[src/rtl/safeload_pkg.sv]
package safeload_pkg;

    parameter int SL_DATA_W    = 34;   // stored data bits (ramp RAM width)
    parameter int SL_PARAM_DW  = 28;   // parameter RAM word, 5.23 signed
    parameter int SL_REGADDR_W = 16;   // slot address register width
    parameter int SL_RAM_AW    = 12;   // RAM write address width

    typedef enum logic [1:0] {
        SEQ_IDLE,
        SEQ_ARMED,
        SEQ_RUN
    } sl_state_t;

    typedef enum logic [1:0] {
        DST_NONE,
        DST_PARAM,
        DST_SLEW,
        DST_REFUSE
    } sl_dest_t;

    typedef struct packed {
        logic                    valid;
        logic [SL_REGADDR_W-1:0] addr;
        logic [SL_DATA_W-1:0]    data;
    } sl_slot_t;

    // Decide where a slot goes; program/control space and beyond are refused.
    function automatic sl_dest_t sl_classify(
        input logic                    loaded,
        input logic [SL_REGADDR_W-1:0] addr,
        input int unsigned             param_depth,
        input int unsigned             slew_base,
        input int unsigned             slew_depth
    );
        int unsigned a;
        a = {{(32-SL_REGADDR_W){1'b0}}, addr};
        if (!loaded)
            return DST_NONE;
        if (a < param_depth)
            return DST_PARAM;
        if (a >= slew_base && a < slew_base + slew_depth)
            return DST_SLEW;
        return DST_REFUSE;
    endfunction

endpackage

[src/rtl/safeload_slot_bank.sv]
module safeload_slot_bank
    import safeload_pkg::*;
#(
    parameter int N     = 5,
    parameter int IDX_W = 3,
    parameter int PTR_W = 3
) (
    input  logic                 clk,
    input  logic                 rst,
    input  logic                 wr_en,
    input  logic                 wr_is_addr,
    input  logic [IDX_W-1:0]     wr_idx,
    input  logic [SL_DATA_W-1:0] wr_data,
    input  logic                 clr_en,
    input  logic [PTR_W-1:0]     clr_idx,
    output sl_slot_t [N-1:0]     slots
);

    for (genvar g = 0; g < N; g++) begin : g_slot
        sl_slot_t slot_q;

        always_ff @(posedge clk) begin
            if (rst) begin
                slot_q <= '0;
            end else begin
                if (clr_en && clr_idx == PTR_W'(g))
                    slot_q.valid <= 1'b0;
                if (wr_en && wr_idx == IDX_W'(g)) begin
                    if (wr_is_addr) begin
                        slot_q.addr  <= wr_data[SL_REGADDR_W-1:0];
                        slot_q.valid <= 1'b1;
                    end else begin
                        slot_q.data  <= wr_data;
                    end
                end
            end
        end

        // A slot is never loaded and swept in the same cycle
        AST_NO_WRITE_ON_CLEAR: assert property (@(posedge clk) disable iff (rst)
            (clr_en && clr_idx == PTR_W'(g)) |-> !(wr_en && wr_idx == IDX_W'(g)));

        assign slots[g] = slot_q;
    end

endmodule

[src/rtl/safeload_sequencer.sv]
module safeload_sequencer
    import safeload_pkg::*;
#(
    parameter int N     = 5,
    parameter int PTR_W = 3
) (
    input  logic             clk,
    input  logic             rst,
    input  logic             trigger,
    input  logic             frame_idle,
    output logic             armed,
    output logic             running,
    output logic [PTR_W-1:0] ptr
);

    localparam logic [PTR_W-1:0] LAST = PTR_W'(N - 1);

    sl_state_t state_q;

    always_ff @(posedge clk) begin
        if (rst) begin
            state_q <= SEQ_IDLE;
            ptr     <= '0;
        end else begin
            case (state_q)
                SEQ_IDLE: begin
                    if (trigger)
                        state_q <= SEQ_ARMED;
                end
                SEQ_ARMED: begin
                    if (frame_idle) begin
                        state_q <= SEQ_RUN;
                        ptr     <= '0;
                    end
                end
                SEQ_RUN: begin
                    if (ptr == LAST) begin
                        state_q <= SEQ_IDLE;
                        ptr     <= '0;
                    end else begin
                        ptr <= ptr + 1'b1;
                    end
                end
                default: state_q <= SEQ_IDLE;
            endcase
        end
    end

    assign armed   = (state_q == SEQ_ARMED);
    assign running = (state_q == SEQ_RUN);

    AST_START_IN_WINDOW: assert property (@(posedge clk) disable iff (rst)
        $rose(running) |-> ($past(armed) && $past(frame_idle)));
    AST_SWEEP_ENDS: assert property (@(posedge clk) disable iff (rst)
        (running && ptr == LAST) |=> !running);
    AST_SWEEP_ASCENDS: assert property (@(posedge clk) disable iff (rst)
        (running && $past(running)) |-> ptr == PTR_W'($past(ptr) + 1'b1));

endmodule

[src/rtl/safeload_emitter.sv]
module safeload_emitter
    import safeload_pkg::*;
#(
    parameter int N           = 5,
    parameter int PTR_W       = 3,
    parameter int PARAM_DEPTH = 1024,
    parameter int SLEW_BASE   = 2560,
    parameter int SLEW_DEPTH  = 64
) (
    input  sl_slot_t [N-1:0]     slots,
    input  logic                 running,
    input  logic [PTR_W-1:0]     ptr,
    output logic                 ram_we,
    output logic                 ram_slew,
    output logic [SL_RAM_AW-1:0] ram_addr,
    output logic [SL_DATA_W-1:0] ram_wdata,
    output logic                 drop
);

    sl_slot_t cur;
    sl_dest_t dest;

    always_comb begin
        cur = '0;
        if (int'(ptr) < N)
            cur = slots[ptr];
        dest = running ? sl_classify(cur.valid, cur.addr, PARAM_DEPTH, SLEW_BASE, SLEW_DEPTH)
                       : DST_NONE;
        ram_we   = (dest == DST_PARAM) || (dest == DST_SLEW);
        ram_slew = (dest == DST_SLEW);
        drop     = (dest == DST_REFUSE);
        ram_addr = cur.addr[SL_RAM_AW-1:0];
        if (dest == DST_SLEW)
            ram_wdata = cur.data;
        else
            ram_wdata = {{(SL_DATA_W-SL_PARAM_DW){1'b0}}, cur.data[SL_PARAM_DW-1:0]};
    end

endmodule

[src/rtl/safeload_ctrl.sv]
module safeload_ctrl
    import safeload_pkg::*;
#(
    parameter int NUM_SLOTS   = 5,
    parameter int IDX_W       = 3,
    parameter int PARAM_DEPTH = 1024,
    parameter int SLEW_BASE   = 2560,
    parameter int SLEW_DEPTH  = 64
) (
    input  logic                 clk,
    input  logic                 rst,
    input  logic                 reg_wr,
    input  logic                 reg_is_addr,
    input  logic [IDX_W-1:0]     reg_idx,
    input  logic [SL_DATA_W-1:0] reg_wdata,
    output logic                 reg_stall,
    input  logic                 trigger,
    input  logic                 frame_idle,
    output logic                 busy,
    output logic                 ram_we,
    output logic                 ram_slew,
    output logic [SL_RAM_AW-1:0] ram_addr,
    output logic [SL_DATA_W-1:0] ram_wdata,
    output logic                 drop
);

    localparam int PTR_W = (NUM_SLOTS > 1) ? $clog2(NUM_SLOTS) : 1;

    logic                       armed;
    logic                       running;
    logic [PTR_W-1:0]           ptr;
    sl_slot_t [NUM_SLOTS-1:0]   slots;
    logic [NUM_SLOTS-1:0]       loaded_vec;

    safeload_sequencer #(.N(NUM_SLOTS), .PTR_W(PTR_W)) u_seq (
        .clk        (clk),
        .rst        (rst),
        .trigger    (trigger),
        .frame_idle (frame_idle),
        .armed      (armed),
        .running    (running),
        .ptr        (ptr)
    );

    safeload_slot_bank #(.N(NUM_SLOTS), .IDX_W(IDX_W), .PTR_W(PTR_W)) u_bank (
        .clk        (clk),
        .rst        (rst),
        .wr_en      (reg_wr && !running),
        .wr_is_addr (reg_is_addr),
        .wr_idx     (reg_idx),
        .wr_data    (reg_wdata),
        .clr_en     (running),
        .clr_idx    (ptr),
        .slots      (slots)
    );

    safeload_emitter #(
        .N(NUM_SLOTS), .PTR_W(PTR_W), .PARAM_DEPTH(PARAM_DEPTH),
        .SLEW_BASE(SLEW_BASE), .SLEW_DEPTH(SLEW_DEPTH)
    ) u_emit (
        .slots     (slots),
        .running   (running),
        .ptr       (ptr),
        .ram_we    (ram_we),
        .ram_slew  (ram_slew),
        .ram_addr  (ram_addr),
        .ram_wdata (ram_wdata),
        .drop      (drop)
    );

    assign reg_stall = running;
    assign busy      = armed || running;

    always_comb begin
        for (int i = 0; i < NUM_SLOTS; i++)
            loaded_vec[i] = slots[i].valid;
    end

    AST_WRITE_ONLY_IN_SWEEP: assert property (@(posedge clk) disable iff (rst)
        ram_we |-> (reg_stall && busy));
    AST_PARAM_TOP_ZERO: assert property (@(posedge clk) disable iff (rst)
        (ram_we && !ram_slew) |-> ram_wdata[SL_DATA_W-1:SL_PARAM_DW] == '0);
    AST_PARAM_IN_RANGE: assert property (@(posedge clk) disable iff (rst)
        (ram_we && !ram_slew) |-> int'(ram_addr) < PARAM_DEPTH);
    AST_SLEW_IN_RANGE: assert property (@(posedge clk) disable iff (rst)
        (ram_we && ram_slew) |-> (int'(ram_addr) >= SLEW_BASE &&
                                  int'(ram_addr) < SLEW_BASE + SLEW_DEPTH));
    AST_WRITE_OR_DROP: assert property (@(posedge clk) disable iff (rst)
        $onehot0({ram_we, drop}));
    AST_SLOTS_EMPTY_AFTER: assert property (@(posedge clk) disable iff (rst)
        $fell(running) |-> loaded_vec == '0);
    AST_TRIGGER_ARMS: assert property (@(posedge clk) disable iff (rst)
        (trigger && !busy) |=> busy);

endmodule

[config.mk]
export PLATFORM = sky130hd
export DESIGN_NAME = safeload_ctrl
export DESIGN_NICKNAME = d
export VERILOG_FILES = /design/src/rtl/safeload_pkg.sv /design/src/rtl/safeload_slot_bank.sv /design/src/rtl/safeload_sequencer.sv /design/src/rtl/safeload_emitter.sv /design/src/rtl/safeload_ctrl.sv
export SDC_FILE = /design/constraint.sdc
export NUM_CORES = 1
export LEC_CHECK = 0
export ABC_AREA = 0
export BUFFER_PORTS_ARGS = -buffer_cell sky130_fd_sc_hd__buf_2
export CELL_PAD_IN_SITES_DETAIL_PLACEMENT = 0
export CELL_PAD_IN_SITES_GLOBAL_PLACEMENT = 1
export CORE_MARGIN = 10
export CORE_UTILIZATION = 48
export DETAILED_ROUTE_END_ITERATION = 6
export PLACE_DENSITY_LB_ADDON = 0.1
export SLEW_MARGIN = 20
export SYNTH_ARGS = -nofsm -noshare
export SYNTH_HDL_FRONTEND = slang
export SYNTH_SLANG_ARGS = --single-unit
[constraint.sdc]
create_clock -name clk -period 3.35 [get_ports clk]
set_clock_uncertainty 0.2 [all_clocks]
set_input_delay 0.335 -clock clk [delete_from_list [all_inputs] [get_ports clk]]
set_output_delay 0.335 -clock clk [all_outputs]
set_load 0.03 [all_outputs]
==> reports/metrics.cfg, run 1 <==
[sta]
fin_crit_ns=3.29
whs_ns=0.104
finalSetupViolations=0
hold_viol_final=0
fin_crit_sh_pct=98.1
tightest_slew_ns=0.915
slew_violations=0
slew_headroom_pct=38.8
max_freq_ghz=0.304

[detailed_routing]
via_count=9672
post_drt_wl_per_cell_um=18.7
wl_um=33300
drtIter0Drc=766
ant_nets=0
drcViolationCount=0
vias_per_cell=5.42
firstDrtPassIters=5

[global_route]
grtUsageTotal_pct=21.2
grt_pass1_wl_um=52900
antenna_found_initial=0
grt_pass1_vias=9390
grt_max_degree=106
grt_remaining_overflow=0

[floorplan]
start_util_pct=48.6
core_um2=23400
fp.dieH_um=174
die_area_um2=30300
io_pins=94
rows=56
die-width_um=174

[cts]
tritoncts=built
clk_latency_ns=0.54
clk_pin_slew_ns=0.06
htreeDepth=1
root_buffer=clkbuf_16
cts_buffers=29
clkSinkCount=260
cts_buffer_depth=3

[critical_path]
cp.arrival_ns=2.75
worstSetupStartpointType=register
required_ns=2.81
critPathCaptureType=primary output
path_max_fanout=7
r2r_cells=6
crit_type=register to primary output
r2r_slack_ns=0.74
r2r_end=u_bank.slots[207]$_SDFFE_PP0P_
r2r_start=u_seq.state_q[0]$_SDFFE_PP0P_

[yosys]
synth_top_area_share_pct=45.7
synth_ff_type=dfxtp_1
synthTopCellsByArea=dfxtp_1 46%, nand2_1 16%, a21oi_1 11%, mux4_2 8.3%, a22o_1 2.8%
syn_area_per_cell_um2=8.37
synthDistinctLibCells=48
yosysSeqAreaShare_pct=45.7
syn_inst=1359
yosysTopAreaCell=dfxtp_1
async_flop_share_pct=0
synth_edf_count=0
yosys_warnings=0
syn_nets=1412
syn-cell-area_um2=11400
synth_seq_cells=260

[hold_path]
hp-start=rst
min_path_cells=2
hold_class=input port to register
hold_end=u_bank.slots[50]$_SDFF_PP0_

[final_layout]
fin_nets=1500
fin_area_um2=13500
area_growth_syn_to_layout_pct=18.4
antennaDiodeCount=0
layout-drive-gt1-share_pct=20.6

[power_and_ir_drop]
power_leakage_nw=4.69
power_density_nw_per_um2=497
ir_worst_vdd_mv=0.371

[placed_design]
gp_congestion=0.867
dp_hpwl_um=19600
port_buffers=93
dpl_cell_area_um2=11900

[run_status]
outcome=completed

[run]
drv_cap=0

kinds of logic (layout without fill, tap and decap cells):
group	count (synthesis)	count (layout)	synth area share (%)
AOI/OAI and AO/OA	327	327	16.9
adders and majority gates	10	10	1.10
buffers and inverters	132	239	5.81
DFF	260	260	45.7
muxes	54	54	9.39
and+or+nand+nor	576	576	21.0
state kept, by name, indices dropped and copies added, names as in the netlist:
signal,count
u_seq.state_q,2
u_bank.slots,255
u_seq.ptr,3
metal layers:
metal / global-route usage, % / wire [µm] / vias up
met1: 27.4 / 14600 / 4627
met3: 3.77 / 1860 / 47
met4: 5.74 / 734 / 0
met2: 35.8 / 16100 / 243
met5: 0 / 0 / -
li1: - / - / 4755
synthesized netlist by cell type, types with 2 or more instances:
master and instances:
clkbuf_1 58, inv_1 9, o21ai_0 6, a21oi_2 24
nand2_2 22, nand3_1 23, buf_4 6, mux4_2 42
nand2_1 475, buf_6 3, o22ai_1 2, nor3_1 3
nor2_1 18, nor3b_2 3, a21oi_1 241, and3_1 4
dfxtp_1 260, ha_1 10, nor4_2 2, mux2i_1 10
a22oi_1 6, buf_2 52, nand4_1 5, nor2b_1 10
buf_8 2, a22o_1 37, mux2_2 2, buf_12 2
and4_1 2, nand2b_1 2
final cells by class:
class,instances,area [µm²]
Clock inverter,5,27.5
Timing Repair Buffer,180,1300
Clock buffer,45,856
Inverter,9,35.0
Fill cell,2228,9930
Multi-Input combinational cell,967,5640
Tap cell,319,399
Sequential cell,260,5210
metrics by stage:
| step | TNS [ns] | total power (W) | worst slack (ns) | util [%] | cells |
|---|---|---|---|---|---|
| after global placement | 0 | 0.00371 | 0.301 | 51.0 | 1684 |
| after detailed placement | 0 | 0.00371 | 0.273 | 51.0 | 1684 |
| after floorplan | 0 | 0.00357 | 0.134 | - | 1359 |
| after global routing | -0.0554 | 0.00693 | -0.0383 | 57.6 | 1785 |
| after CTS | 0 | 0.00672 | 0.0137 | 56.6 | 1774 |
| final | 0 | 0.00670 | 0.0639 | 57.6 | 1785 |
worst max-delay path by stage:
stage | start | end | slack, ns | cells after the start
2_1_floorplan | u_seq.ptr[0]$_SDFFE_PP0P_ | ram_wdata[28] | 0.13 | 8
3_3_place_gp | u_seq.ptr[0]$_SDFFE_PP0P_ | ram_wdata[33] | 0.30 | 8
3_5_place_dp | u_seq.ptr[0]$_SDFFE_PP0P_ | ram_wdata[28] | 0.27 | 8
4_1_cts | u_seq.ptr[0]$_SDFFE_PP0P_ | ram_wdata[28] | 0.01 | 9
5_1_grt | u_seq.ptr[0]$_SDFFE_PP0P_ | ram_wdata[29] | -0.04 | 9
6_report | u_seq.ptr[0]$_SDFFE_PP0P_ | ram_wdata[29] | 0.06 | 9
layout by cell type (no fill, tap or decap), types with 2 or more instances in the layout:
cell           synthesis  final
nand2_1              475    475
dfxtp_1              260    257
a21oi_1              241    239
buf_2                 52     86
buf_4                  6     48
mux4_2                42     42
a22o_1                37     37
dlygate4sd3_1          0     36
clkbuf_16              0     29
a21oi_2               24     26
nand3_1               23     23
nand2_2               22     22
nor2_1                18     18
mux2i_1               10     10
ha_1                  10      9
clkbuf_1              58      9
inv_1                  9      8
clkbuf_8               0      8
a22oi_1                6      6
nor2b_1               10      6
o21ai_0                6      6
nand4_1                5      5
clkinv_2               0      5
buf_6                  3      5
nor2b_4                1      4
and3_1                 4      4
nor3_4                 0      3
nor3b_2                3      3
buf_12                 2      3
and4_1                 2      2
mux2_2                 2      2
nor4_4                 0      2
o22ai_1                2      2
dfxtp_4                0      2
report_power, final:
group,total (W),internal [W],switching (W)
registers,0.00316,0.00314,0.0000254
logic,0.000558,0.000209,0.000349
clock network,0.00297,0.00173,0.00124
total,0.00670,0.00508,0.00161
critical path, stage by stage, from the launching register on:
cell	delay, ns
dfxtp_4	0.35
buf_6	0.14
nor4_4	0.19
o22ai_1	0.14
a32o_2	0.30
a211oi_4	0.26
a41o_1	0.24
ha_4	0.23
nor2b_1	0.16
buf_4	0.17
repair_timing:
item	4_1_cts	5_1_grt
pin swaps	0	5
setup buffers	4	11
gates cloned	0	0
resized for setup	9	35
setup endpoints to repair	7	8
hold endpoints to repair	252	0
hold buffers	36	0
No activity file was read; power rests on OpenSTA's default activity.
==> run 2, diff against run 1 <==
--- a/config.mk
+++ b/config.mk
@@ -12,7 +12,7 @@
 export CORE_MARGIN = 10
 export CORE_UTILIZATION = 48
 export DETAILED_ROUTE_END_ITERATION = 6
-export PLACE_DENSITY_LB_ADDON = 0.1
+export PLACE_DENSITY = 0.92
 export SLEW_MARGIN = 20
 export SYNTH_ARGS = -nofsm -noshare
 export SYNTH_HDL_FRONTEND = slang
==> run 2 against run 1 <==
Clock-buffer cell count down 9. Wire length down 1.6%. First-iteration DRC count up 10%. Non-clock buffer count down 1. Critical path type unchanged.
==> reports/metrics.cfg, run 2 (synthesis gave the netlist of run 1 again) <==
[run_status]
outcome=completed

[floorplan]
fp.dieH_um=174  ; unchanged
start_util_pct=48.6  ; unchanged
core_um2=23400  ; unchanged
io_pins=94  ; unchanged
die-width_um=174  ; unchanged
die_area_um2=30300  ; unchanged
rows=56  ; unchanged

[sta]
slew_violations=0  ; unchanged
rsz0062_at_grt=yes
slew_headroom_pct=40.8  ; +1.9 points
max_freq_ghz=0.304  ; -0.15%
fin_crit_sh_pct=98.2  ; +0.15 points
tightest_slew_ns=0.889  ; -0.0259 ns
fin_crit_ns=3.29  ; +0.00493 ns
setup_ws_ns=0.0590  ; -0.00493 ns
finalSetupViolations=0  ; unchanged
hold_viol_final=0  ; unchanged

[detailed_routing]
ant_nets=0  ; unchanged
via_count=9842  ; +1.8%
wl_um=32800  ; -1.6%
firstDrtPassIters=5  ; unchanged
vias_per_cell=5.52  ; +1.9%
drtIter0Drc=843  ; +10%
drcViolationCount=0  ; unchanged
post_drt_wl_per_cell_um=18.4  ; -1.4%

[power_and_ir_drop]
power_density_nw_per_um2=498  ; about the same
ir_worst_vdd_mv=0.327  ; -12%
total_power_w=0.00671  ; +0.17%
power_leakage_nw=4.69  ; about the same

[cts]
htreeDepth=1  ; unchanged
cts_buffer_depth=3  ; unchanged
root_buffer=clkbuf_16
cts_buffers=26  ; -10%
clk_pin_slew_ns=0.06  ; about the same
clkSinkCount=260  ; unchanged
tritoncts=built
clk_latency_ns=0.53  ; about the same

[final_layout]
most-common-layout-cells=475 x nand2_1, 257 x dfxtp_1, 240 x a21oi_1, 86 x buf_2, 43 x buf_4
layout-drive-gt1-share_pct=20.6  ; -0.026 points
fin_cells=1782  ; -0.17%
mostFrequentLayoutCell=nand2_1
largest_reg_flops=255  ; unchanged
area_growth_syn_to_layout_pct=18.5  ; about the same
fin_nets=1496  ; -0.27%
antennaDiodeCount=0  ; unchanged
utilization_pct=57.6  ; about the same
fin_area_um2=13500  ; about the same

[run]
drv_cap=0  ; unchanged

[hold_path]
hold_class=register to register
min_path_cells=2  ; unchanged
hold_end=u_bank.slots[113]$_SDFFE_PP0P_
hp-start=u_bank.slots[113]$_SDFFE_PP0P_

[global_route]
grt_max_degree=121  ; +14%
grt_pass1_vias=9863  ; +5.0%
grtUsageTotal_pct=20.9  ; -0.34 points
grt_pass1_wl_um=52800  ; -0.19%
grt_remaining_overflow=0  ; unchanged
antenna_found_initial=0  ; unchanged

[critical_path]
crit_type=register to primary output
cp_slowest_cell=dfxtp_4
path_max_fanout=7  ; unchanged
cp_cell_sequence=buf_8, nor4_4, o22ai_1, a32o_2, a211oi_2, a41o_1, ha_4, nor2b_4, buf_6
required_ns=2.81  ; about the same
critPathCaptureType=primary output
r2r_start=u_seq.state_q[0]$_SDFFE_PP0P_
r2r_slack_ns=0.75  ; about the same
max_stage_delay_ns=0.36  ; about the same
r2r_cells=7  ; +1
r2r_end=u_bank.slots[39]$_SDFFE_PP0P_
worstSetupStartpointType=register
cp.arrival_ns=2.76  ; about the same

[placed_design]
port_buffers=93  ; unchanged
dp_hpwl_um=19600  ; +0.24%
gp_congestion=0.888  ; +2.4%
dpl_cell_area_um2=12000  ; about the same
place_ws_ns=0.168  ; -0.105 ns
dp.cells=1685  ; +0.059%

-- run 2: cell types whose count changed in the layout (fill, tap and decap cells not counted), sizes merged --
| cell | change |
|---|---|
| bufinv | +3 |
| clkinv | +5 |
| clkinvlp | -1 |
| clkbuf | -9 |
| buf | -1 |
-- run 2: critical path: cells and delay by family, from the launching register on --
| family | cells | cell delay (ns) |
|---|---|---|
| compound gates | 4 | 0.86 |
| fa+ha+maj | 1 | 0.23 |
| buf+inv | 2 | 0.28 |
| flops | 1 | 0.36 |
| simple gates | 2 | 0.49 |
-- run 2: what timing repair did --
item / CTS / global route
gates resized for setup: 6 / 42
endpoints found under the hold margin: 250 / 0
hold buffers: 36 / 0
pin swaps: 2 / 6
setup endpoints to repair: 8 / 8
buffers inserted: 1 / 12
-- run 2: how the worst max path moves through the flow --
stage / start / depth (start not counted) / slack (ns) / end
global placement: u_seq.ptr[2]$_SDFFE_PP0P_ / 8 / 0.31 / ram_wdata[30]
detailed placement: u_seq.ptr[2]$_SDFFE_PP0P_ / 8 / 0.17 / ram_wdata[33]
global route: u_seq.ptr[0]$_SDFFE_PP0P_ / 9 / -0.09 / ram_wdata[33]
floorplan: u_seq.ptr[0]$_SDFFE_PP0P_ / 8 / 0.13 / ram_wdata[28]
finish: u_seq.ptr[0]$_SDFFE_PP0P_ / 9 / 0.06 / ram_wdata[33]
CTS: u_seq.ptr[0]$_SDFFE_PP0P_ / 8 / 0.01 / ram_wdata[33]
-- run 2: area by class of cell --
type | instances | area [µm²]
inverters | 9 | 33.8
well taps | 319 | 399
repair buffers | 179 | 1310
fillers | 2124 | 9920
flip-flops and latches | 260 | 5220
clock buffers | 36 | 749
clock inverters | 12 | 135
multi-input cells | 967 | 5630
-- run 2: where the power goes --
group | internal (W) | leakage (nW) | switching (W) | total [W]
Clock | 0.00179 | 0.445 | 0.00120 | 0.00300
Sequential | 0.00314 | 2.10 | 0.0000262 | 0.00316
Combinational | 0.000206 | 2.14 | 0.000343 | 0.000549
Total | 0.00513 | 4.69 | 0.00157 | 0.00671
-- run 2: layer usage --
| layer | GRT usage [%] | vias up | routed length, µm |
|---|---|---|---|
| met4 | 6.38 | 0 | 545 |
| met5 | 0 | - | 0 |
| li1 | - | 4744 | - |
| met3 | 3.55 | 41 | 2090 |
| met1 | 25.9 | 4729 | 13800 |
| met2 | 36.3 | 328 | 16400 |
-- run 2: stage by stage --
stage,hold WS [ns],setup TNS [ns]
after global routing,0.269,-0.436
after CTS,0.234,0
final,0.253,0
after floorplan,0.233,0
after global placement,0.238,0
after detailed placement,0.246,0
